### src/rtl/picker_pkg.sv
package picker_pkg;

  localparam int STAT_W = 3;

  typedef enum logic [STAT_W-1:0] {
    ST_RUN       = 3'd0,
    ST_IDLE      = 3'd1,
    ST_SQUASH    = 3'd2,
    ST_BLOCK     = 3'd3,
    ST_WAIT_RESP = 3'd4,
    ST_WAIT_RTRY = 3'd5,
    ST_LINE_DONE = 3'd6,
    ST_PARKED    = 3'd7
  } thread_state_e;

  typedef enum logic [1:0] {
    POL_FIXED  = 2'd0,
    POL_ROTATE = 2'd1,
    POL_IQ     = 2'd2,
    POL_LSQ    = 2'd3
  } pick_policy_e;

  // Strobes from the control module to the datapath.
  typedef struct packed {
    logic forceZero;
    logic rrMode;
    logic countMode;
    logic lsqSel;
    logic anyElig;
    logic rrCommit;
  } pick_strobe_t;

  function automatic logic stateEligible(input logic [STAT_W-1:0] code);
    return (code == ST_RUN) || (code == ST_IDLE) || (code == ST_LINE_DONE);
  endfunction

endpackage

### src/rtl/picker_ctrl.sv
module picker_ctrl
  import picker_pkg::*;
#(
  parameter int NUM_THREADS = 4
) (
  input  logic [1:0]                    policyMode,
  input  logic [NUM_THREADS*STAT_W-1:0] threadStatus,
  input  logic                          selAccept,
  output logic [NUM_THREADS-1:0]        eligVec,
  output pick_strobe_t                  strobes
);

  localparam bit MULTI = (NUM_THREADS > 1);

  for (genvar t = 0; t < NUM_THREADS; t++) begin : g_elig
    assign eligVec[t] = stateEligible(threadStatus[t*STAT_W +: STAT_W]);
  end

  always_comb begin
    strobes           = '0;
    strobes.anyElig   = |eligVec;
    strobes.forceZero = MULTI && (policyMode == POL_FIXED);
    strobes.rrMode    = MULTI && (policyMode == POL_ROTATE);
    strobes.countMode = MULTI && ((policyMode == POL_IQ) || (policyMode == POL_LSQ));
    strobes.lsqSel    = (policyMode == POL_LSQ);
    strobes.rrCommit  = strobes.rrMode && strobes.anyElig && selAccept;
  end

endmodule

### src/rtl/picker_datapath.sv
module picker_datapath
  import picker_pkg::*;
#(
  parameter int NUM_THREADS = 4,
  parameter int CNT_W       = 6,
  localparam int TID_W      = (NUM_THREADS > 1) ? $clog2(NUM_THREADS) : 1
) (
  input  logic                         clk,
  input  logic                         rstN,
  input  pick_strobe_t                 strobes,
  input  logic [NUM_THREADS-1:0]       eligVec,
  input  logic [NUM_THREADS*CNT_W-1:0] iqCount,
  input  logic [NUM_THREADS*CNT_W-1:0] lsqCount,
  output logic                         selValid,
  output logic [TID_W-1:0]             selThread
);

  logic [TID_W-1:0] order     [NUM_THREADS];
  logic [TID_W-1:0] orderNext [NUM_THREADS];
  logic [NUM_THREADS*TID_W-1:0] orderFlat;

  logic             rrFound;
  logic [TID_W-1:0] rrPos;
  logic [TID_W-1:0] rrPick;

  logic             cntFound;
  logic [CNT_W-1:0] bestCnt;
  logic [TID_W-1:0] cntPick;

  // First eligible entry of the rotating ordering.
  always_comb begin
    rrFound = 1'b0;
    rrPos   = '0;
    rrPick  = '0;
    for (int p = 0; p < NUM_THREADS; p++) begin
      if (!rrFound && eligVec[order[p]]) begin
        rrFound = 1'b1;
        rrPos   = TID_W'(p);
        rrPick  = order[p];
      end
    end
  end

  // Move the winner to the tail, shift the entries behind it forward.
  always_comb begin
    for (int i = 0; i < NUM_THREADS; i++) begin
      int nxt;
      nxt = (i < NUM_THREADS - 1) ? i + 1 : i;
      if (TID_W'(i) < rrPos)
        orderNext[i] = order[i];
      else if (i == NUM_THREADS - 1)
        orderNext[i] = rrPick;
      else
        orderNext[i] = order[nxt];
    end
  end

  always_ff @(posedge clk or negedge rstN) begin
    if (!rstN) begin
      for (int i = 0; i < NUM_THREADS; i++) order[i] <= TID_W'(i);
    end else if (strobes.rrCommit) begin
      for (int i = 0; i < NUM_THREADS; i++) order[i] <= orderNext[i];
    end
  end

  // Smallest occupancy among eligible threads, lowest index on ties.
  always_comb begin
    cntFound = 1'b0;
    bestCnt  = '0;
    cntPick  = '0;
    for (int t = 0; t < NUM_THREADS; t++) begin
      logic [CNT_W-1:0] c;
      c = strobes.lsqSel ? lsqCount[t*CNT_W +: CNT_W] : iqCount[t*CNT_W +: CNT_W];
      if (eligVec[t] && (!cntFound || c < bestCnt)) begin
        cntFound = 1'b1;
        bestCnt  = c;
        cntPick  = TID_W'(t);
      end
    end
  end

  always_comb begin
    selValid  = strobes.forceZero || strobes.anyElig;
    selThread = '0;
    if (strobes.forceZero)      selThread = '0;
    else if (strobes.rrMode)    selThread = rrPick;
    else if (strobes.countMode) selThread = cntPick;
  end

  // ---------------- assertions ----------------
  for (genvar i = 0; i < NUM_THREADS; i++) begin : g_flat
    assign orderFlat[i*TID_W +: TID_W] = order[i];
  end

  logic minOk;
  always_comb begin
    logic [CNT_W-1:0] sc;
    minOk = 1'b1;
    sc = strobes.lsqSel ? lsqCount[selThread*CNT_W +: CNT_W]
                        : iqCount[selThread*CNT_W +: CNT_W];
    for (int j = 0; j < NUM_THREADS; j++) begin
      logic [CNT_W-1:0] cj;
      cj = strobes.lsqSel ? lsqCount[j*CNT_W +: CNT_W] : iqCount[j*CNT_W +: CNT_W];
      if (eligVec[j] && ((cj < sc) || ((cj == sc) && (TID_W'(j) < selThread))))
        minOk = 1'b0;
    end
  end

  assert_grant_eligible_R1: assert property (@(posedge clk) disable iff (!rstN)
    (selValid && !strobes.forceZero) |-> eligVec[selThread]);

  assert_none_eligible_R2: assert property (@(posedge clk) disable iff (!rstN)
    (!strobes.forceZero && (eligVec == '0)) |-> !selValid);

  assert_tail_on_accept_R6: assert property (@(posedge clk) disable iff (!rstN)
    strobes.rrCommit |=> (order[NUM_THREADS-1] == $past(selThread)));

  assert_order_hold_R7: assert property (@(posedge clk) disable iff (!rstN)
    !strobes.rrCommit |=> $stable(orderFlat));

  assert_count_min_R9: assert property (@(posedge clk) disable iff (!rstN)
    (strobes.countMode && selValid) |-> minOk);

endmodule

### src/rtl/fetch_thread_picker.sv
module fetch_thread_picker
  import picker_pkg::*;
#(
  parameter int NUM_THREADS = 4,
  parameter int CNT_W       = 6,
  localparam int TID_W      = (NUM_THREADS > 1) ? $clog2(NUM_THREADS) : 1
) (
  input  logic                          clk,
  input  logic                          rstN,
  input  logic [1:0]                    policyMode,
  input  logic [NUM_THREADS*STAT_W-1:0] threadStatus,
  input  logic [NUM_THREADS*CNT_W-1:0]  iqCount,
  input  logic [NUM_THREADS*CNT_W-1:0]  lsqCount,
  input  logic                          selAccept,
  output logic                          selValid,
  output logic [TID_W-1:0]              selThread
);

  pick_strobe_t           strobes;
  logic [NUM_THREADS-1:0] eligVec;

  picker_ctrl #(.NUM_THREADS(NUM_THREADS)) u_ctrl (
    .policyMode  (policyMode),
    .threadStatus(threadStatus),
    .selAccept   (selAccept),
    .eligVec     (eligVec),
    .strobes     (strobes)
  );

  picker_datapath #(.NUM_THREADS(NUM_THREADS), .CNT_W(CNT_W)) u_dp (
    .clk      (clk),
    .rstN     (rstN),
    .strobes  (strobes),
    .eligVec  (eligVec),
    .iqCount  (iqCount),
    .lsqCount (lsqCount),
    .selValid (selValid),
    .selThread(selThread)
  );

  assert_fixed_zero_R3: assert property (@(posedge clk) disable iff (!rstN)
    ((NUM_THREADS > 1) && (policyMode == POL_FIXED)) |-> (selValid && (selThread == '0)));

  assert_single_thread_R4: assert property (@(posedge clk) disable iff (!rstN)
    (NUM_THREADS == 1) |-> ((selValid == stateEligible(threadStatus[STAT_W-1:0])) && (selThread == '0)));

endmodule

### config.mk
export PLATFORM = sky130hd
export DESIGN_NAME = fetch_thread_picker
export DESIGN_NICKNAME = d
export VERILOG_FILES = /design/src/rtl/picker_pkg.sv /design/src/rtl/picker_ctrl.sv /design/src/rtl/picker_datapath.sv /design/src/rtl/fetch_thread_picker.sv
export SDC_FILE = /design/constraint.sdc
export NUM_CORES = 1
export LEC_CHECK = 0
export ABC_AREA = 0
export BUFFER_PORTS_ARGS = -buffer_cell sky130_fd_sc_hd__buf_2
export CAP_MARGIN = 20
export CORE_MARGIN = 4
export CORE_UTILIZATION = 50
export CTS_BUF_LIST = sky130_fd_sc_hd__clkbuf_4
export CTS_CLUSTER_SIZE = 8
export DETAILED_ROUTE_END_ITERATION = 8
export MAX_ROUTING_LAYER = met4
export PLACE_DENSITY = 0.8
export SLEW_MARGIN = 10
export SYNTH_ARGS = -nofsm -noshare
export SYNTH_HDL_FRONTEND = slang
export SYNTH_SLANG_ARGS = --single-unit
export TNS_END_PERCENT = 30
### constraint.sdc
create_clock -name clk -period 9.8 [get_ports clk]
set_input_delay 1.47 -clock clk [delete_from_list [all_inputs] [get_ports clk]]
set_output_delay 1.47 -clock clk [all_outputs]
set_load 0.01 [all_outputs]
* Word level (Yosys, flattened, before mapping)
Index checks and enable logic that the tools add are counted.
W data, S select, Z words.
** Operators by class
- Order comparisons :: 11
- Eq/ne operators :: 11
- Multiplexer cells :: 34
- Bitwise gates (word level) :: 4
- Reduce and logical (&&, ||, !) cells :: 37
** Operators by type and width (number)
- $mux W6 :: 7
- $mux W2 :: 11
- $lt A6 B6 Y1 :: 3
- $logic_or A1 B1 Y1 :: 13
- $eq A3 B1 Y1 const B :: 4
- $eq A3 B3 Y1 const B :: 4
- $logic_not A3 Y1 :: 4
- $lt A2 B3 Y1 const B :: 4
- $mux W1 :: 12
- $bmux W1 S2 :: 4
- $logic_and A1 B1 Y1 :: 8
- $reduce_and A2 Y1 :: 4
- $logic_not A1 Y1 :: 6
- $eq A2 B2 Y1 const B :: 2
- $lt A1 B2 Y1 const A :: 2
- $lt A2 B2 Y1 const A :: 2
- $not A1 Y1 :: 4
- $reduce_or A4 Y1 :: 1
- $eq A2 B1 Y1 const B :: 1
- $logic_not A2 Y1 :: 1
** Word-level totals
- Bits in registers :: 8
- Bits of input ports :: 65
- Output and inout bits :: 3
- Word-level logic and storage cells :: 101

* Depth between registers and ports, before layout
- Word-level depth :: 19
- Mapped depth :: 29
- Depth with buffers taken out :: 26

* Modules after synthesis
A second synthesis with hierarchy kept.
** Unflattened totals
- Cells, all modules :: 187
- Area total of the unflattened synthesis :: 1651.6 um2
** By module, submodules not included
- picker_datapath :: times used 1, cells each 172, area each 1549.0 um2, seq. area each 205.2 um2
- picker_ctrl :: times used 1, cells each 15, area each 102.6 um2, seq. area each 0.0 um2

* Least setup slack after synthesis
No wires, ideal clock.
- Path type :: input to output
- From :: input policyMode[1]
- To :: output selThread[1]
- Arrival time :: 6926 ps
- Required time :: 8330 ps
- Path slack :: 1404 ps
- Stages on the path :: 28
- Path buffers :: 3
- Cell sequence :: buf_4 nand2_1 clkbuf_1 mux2i_1 inv_1 ha_1 and4_1 a211oi_1 a311o_1 nand2_1 mux2_2 ha_1 a21oi_1 o21ai_0 a21oi_1 nand3_1 o21ai_1 clkbuf_1 nor2_1 a21oi_1 ha_1 a21oi_1 o21ai_0 a2111oi_0 o21a_1 a21oi_1 a21oi_1 a221o_1
** Between the ends
- Word-level cells in the longest chain between the ends :: 18
- Elaborated cells on any way between the ends :: 30
- Those cells by class :: 3 x order compare; 3 x eq/ne; 14 x mux; 10 x reduce/logical
** Ends and longest elaborated chain
- start, declared :: line fetch_thread_picker.sv:10 : input logic [1:0] policyMode,
- $eq A2 B2 Y1 :: line picker_ctrl.sv:24, picker_ctrl.sv:25
- $mux W6 :: line picker_datapath.sv:73 : c = strobes.lsqSel ? lsqCount[t*CNT_W +: CNT_W] : iqCount[t*CNT_W +: CNT_W];
- $mux W6 :: line picker_datapath.sv:74 : if (eligVec[t] && (!cntFound || c < bestCnt)) begin
- $lt A6 B6 Y1 :: line picker_datapath.sv:74
- $logic_or A1 B1 Y1 :: line picker_datapath.sv:74
- $logic_and A1 B1 Y1 :: line picker_datapath.sv:74
- $mux W6 / $mux W1 (equally long branches) :: line picker_datapath.sv:74
- $lt A6 B6 Y1 / $logic_not A1 Y1 (equally long branches) :: line picker_datapath.sv:74
- [... 2 more ...]
- $mux W6 / $mux W1 (equally long branches) :: line picker_datapath.sv:74
- $lt A6 B6 Y1 / $logic_not A1 Y1 (equally long branches) :: line picker_datapath.sv:74
- $logic_or A1 B1 Y1 :: line picker_datapath.sv:74
- $logic_and A1 B1 Y1 :: line picker_datapath.sv:74
- $mux W2 :: line picker_datapath.sv:74
- $mux W2 :: line picker_datapath.sv:87 : else if (strobes.countMode) selThread = cntPick;
- $mux W2 :: line picker_datapath.sv:86 : else if (strobes.rrMode) selThread = rrPick;
- $mux W2 (*) :: line picker_datapath.sv:85 : if (strobes.forceZero) selThread = '0;
- end, declared :: line fetch_thread_picker.sv:16 : output logic [TID_W-1:0] selThread
Every way passes the cells marked *; elsewhere a longest branch is shown, timed or not.

* Worst setup path after layout
Same ends and word-level chain as after synthesis.

==> flow_summary.toml <==
[status]
outcome = "finished, final reports clean"

[yosys]
synth_largest_area_cell = "sky130_fd_sc_hd__mux2_2"
async_flop_share = 1.00
top_ff_cell_synth = "sky130_fd_sc_hd__dfstp_2"
syn_inst = 190
synth_top_cells_by_area = "sky130_fd_sc_hd__mux2_2, sky130_fd_sc_hd__ha_1, sky130_fd_sc_hd__dfstp_2, sky130_fd_sc_hd__dfrtp_1, sky130_fd_sc_hd__mux2i_1"
synth-warning-count = 0
number_of_distinct_library_cells_after_synthesis = 54
synth_fp_nets = 270
synth_edf_count = 0
sequential_area_share_after_synthesis = 0.126
netlist_top_cells_count = "sky130_fd_sc_hd__mux2_2, sky130_fd_sc_hd__nand2_1, sky130_fd_sc_hd__a21oi_1"
mapped_cell_area_um2 = 1630
synthMostInstantiatedCell = "sky130_fd_sc_hd__mux2_2"
synthesis.area_per_instance_um2 = 8.55
synth_top_cell_area_share = 0.159
synth_seq_cells = 8

[worst_setup_path]
cp_max_fo = 12
critical_path_arrival_ns = 7.62
setup.worst_path.start_class = "input pin"
critical_path.endpoint_type = "primary output"
worst-setup-path-type = "input pin to primary output"
critical_path_required_ns = 8.33

[floorplan]
design.portCount = 68
start_util = 0.528
core_region_area_um2 = 3080
rows = 20
die_width_um = 65.0
vertical_die_dimension_um = 65.0
die_area_um2 = 4230

[place]
place_inst = 297
post-dp-hpwl_um = 3770
io_buffers = 67
routabilityCongestion = 0.911
preCtsSetupSlack_ns = 0.825

[clocking]
cts_hold_buf = 0
cts_tree = "yes"
cts_num_sinks = 8
worstSkewPairLatency_ns = 0.25
cts_buffers = 3
cts.root.buffer_cell = "sky130_fd_sc_hd__clkbuf_4"
clock_tree.htree_level_count = 1
clock_path_buffers = 2
postCtsSetupBuffers = 0
clk_pin_slew_worst_paths_ns = 0.05
cts_resized = 0

[power]
ir_drop_mv = 0.121
total_leakage_power_uw = 0.000976
power-per-cell-area_nw_per_um2 = 131

[layout]
layout.cells.non_filler = 300
final_net_count = 338
top_flop_regs = "u_dp.order: 8 flops"
layout-drive-gt1-share = 0.434
flip_flop_count_of_the_largest_register_all_copies_and_words_added = 8
antennaDiodeCount = 0
area_growth_pct = 24.0
utilization = 0.655
top_register = "u_dp.order"

[timing]
tightestPinTransition_ns = 0.740
timing.fmax_mhz = 110
setup_viol = 0
period_share = 0.928
worst_slew_margin_rel = 0.503
fin_ws_ns = 0.708
final_max_slew_viol_count = 0
final_period_minus_worst_setup_slack_ns = 9.09
grt_setup_unrepaired = "no"
setup_tns_final_ns = 0
worst_clock_skew_ns = 0.00224
hold_viol = 0

[job]
maxCapViolations = 0

[global_routing]
grt_first_pass_wirelength_um = 7390
track_usage = 0.223
grt_max_degree = 13
first_global_vias = 1694
antenna_found_initial = 0
globalRouteOverflowTotal = 0

[drt]
detail_route.iter0.violations = 59
drt_pass1_iterations = 4
ant_nets = 0
vias = 1717
post_drt_wl_per_cell_um = 14.4
detail_route.vias_per_cell = 5.72
detail_route.drc_violations = 0
finalWirelength_um = 4320

[worst_hold_path]
worst_hold_path_type = "flip-flop to flip-flop"
-- critical path: stages --
cell                        delay [ns]
sky130_fd_sc_hd__buf_2            0.16
sky130_fd_sc_hd__and2_1           0.44
sky130_fd_sc_hd__mux2i_1          0.23
sky130_fd_sc_hd__inv_1            0.08
sky130_fd_sc_hd__ha_1             0.29
sky130_fd_sc_hd__and4_1           0.24
sky130_fd_sc_hd__a211oi_1         0.07
sky130_fd_sc_hd__a311o_1          0.34
sky130_fd_sc_hd__nand2_1          0.24
sky130_fd_sc_hd__mux2_2           0.39
sky130_fd_sc_hd__ha_1             0.30
sky130_fd_sc_hd__a21oi_1          0.16
sky130_fd_sc_hd__o21ai_0          0.12
sky130_fd_sc_hd__a21oi_1          0.30
sky130_fd_sc_hd__nand3_1          0.12
sky130_fd_sc_hd__o21ai_1          0.60
sky130_fd_sc_hd__nor2_1           0.11
sky130_fd_sc_hd__a21oi_1          0.15
sky130_fd_sc_hd__ha_1             0.26
sky130_fd_sc_hd__a21oi_1          0.15
sky130_fd_sc_hd__o21ai_0          0.13
sky130_fd_sc_hd__a2111oi_0        0.52
sky130_fd_sc_hd__o21a_1           0.20
sky130_fd_sc_hd__a21oi_1          0.06
sky130_fd_sc_hd__a21oi_1          0.18
sky130_fd_sc_hd__a221o_1          0.16
sky130_fd_sc_hd__buf_2            0.13
-- metal layers --
metal / GRT usage / wire length (um) / vias up
li1: - / - / 862
met1: 0.278 / 1880 / 798
met2: 0.384 / 2140 / 49
met3: 0.0191 / 222 / 8
met4: 0.0674 / 76 / 0
met5: - / 0 / -
-- area by class of cell --
class / instances / area (um2)
multi-input cells: 164 / 1340
fillers: 293 / 1060
repair buffers: 68 / 343
flip-flops and latches: 8 / 205
well taps: 44 / 55.1
inverters: 13 / 48.8
clock buffers: 3 / 22.5
-- worst paths after layout --
| kind | from | slack, ns | cells after the start | end |
|---|---|---|---|---|
| max | policyMode[1] | 0.71 | 27 | selThread[1] |
| min reg2reg | u_dp.order[4] | 0.57 | 2 | u_dp.order[4] |
| min in group asynchronous | rstN | 1.05 | 1 | u_dp.order[7] |
| max reg2reg | u_dp.order[4] | 7.32 | 5 | u_dp.order[7] |
| min | u_dp.order[4] | 0.57 | 2 | u_dp.order[4] |
| max in group asynchronous | rstN | 8.52 | 1 | u_dp.order[3] |
-- placed cells by master (no fill, tap or decap), types with 2 or more instances in the layout --
master / count
sky130_fd_sc_hd__o21a_1: 7
sky130_fd_sc_hd__mux2i_1: 10
sky130_fd_sc_hd__nor2_1: 10
sky130_fd_sc_hd__mux2_2: 23
sky130_fd_sc_hd__nand2_1: 22
sky130_fd_sc_hd__a211o_1: 2
sky130_fd_sc_hd__o21ai_0: 8
sky130_fd_sc_hd__dfstp_2: 4
sky130_fd_sc_hd__ha_1: 15
sky130_fd_sc_hd__a21oi_1: 18
sky130_fd_sc_hd__dfrtp_1: 4
sky130_fd_sc_hd__inv_1: 13
sky130_fd_sc_hd__clkbuf_4: 3
sky130_fd_sc_hd__buf_2: 67
sky130_fd_sc_hd__nand3b_1: 3
sky130_fd_sc_hd__o21ai_1: 3
sky130_fd_sc_hd__o211ai_1: 3
sky130_fd_sc_hd__o2111ai_1: 2
sky130_fd_sc_hd__mux4_2: 4
-- metrics by stage --
stage	hold slack (ns)	total power [uW]	area, um2
6_report	0.572	264	2020
5_1_grt	0.624	291	2020
4_1_cts	0.575	265	2020
3_5_place_dp	0.571	240	1990
3_3_place_gp	0.555	236	1990
2_1_floorplan	0.513	194	1630
-- cell families after synthesis --
logic type | after synthesis | synth area share
buffers and inverters | 18 | 0.0485
muxes | 38 | 0.286
and+or+nand+nor | 51 | 0.175
AOI/OAI and AO/OA | 60 | 0.249
adders and majority gates | 15 | 0.115
DFF | 8 | 0.126
-- power by group --
group	internal, uW	total, uW	switching, uW
Sequential	53.0	72.8	19.8
Combinational	85.5	167	81.7
Clock	13.9	23.5	9.64
Note: power is estimated with default switching activity, not from simulation.
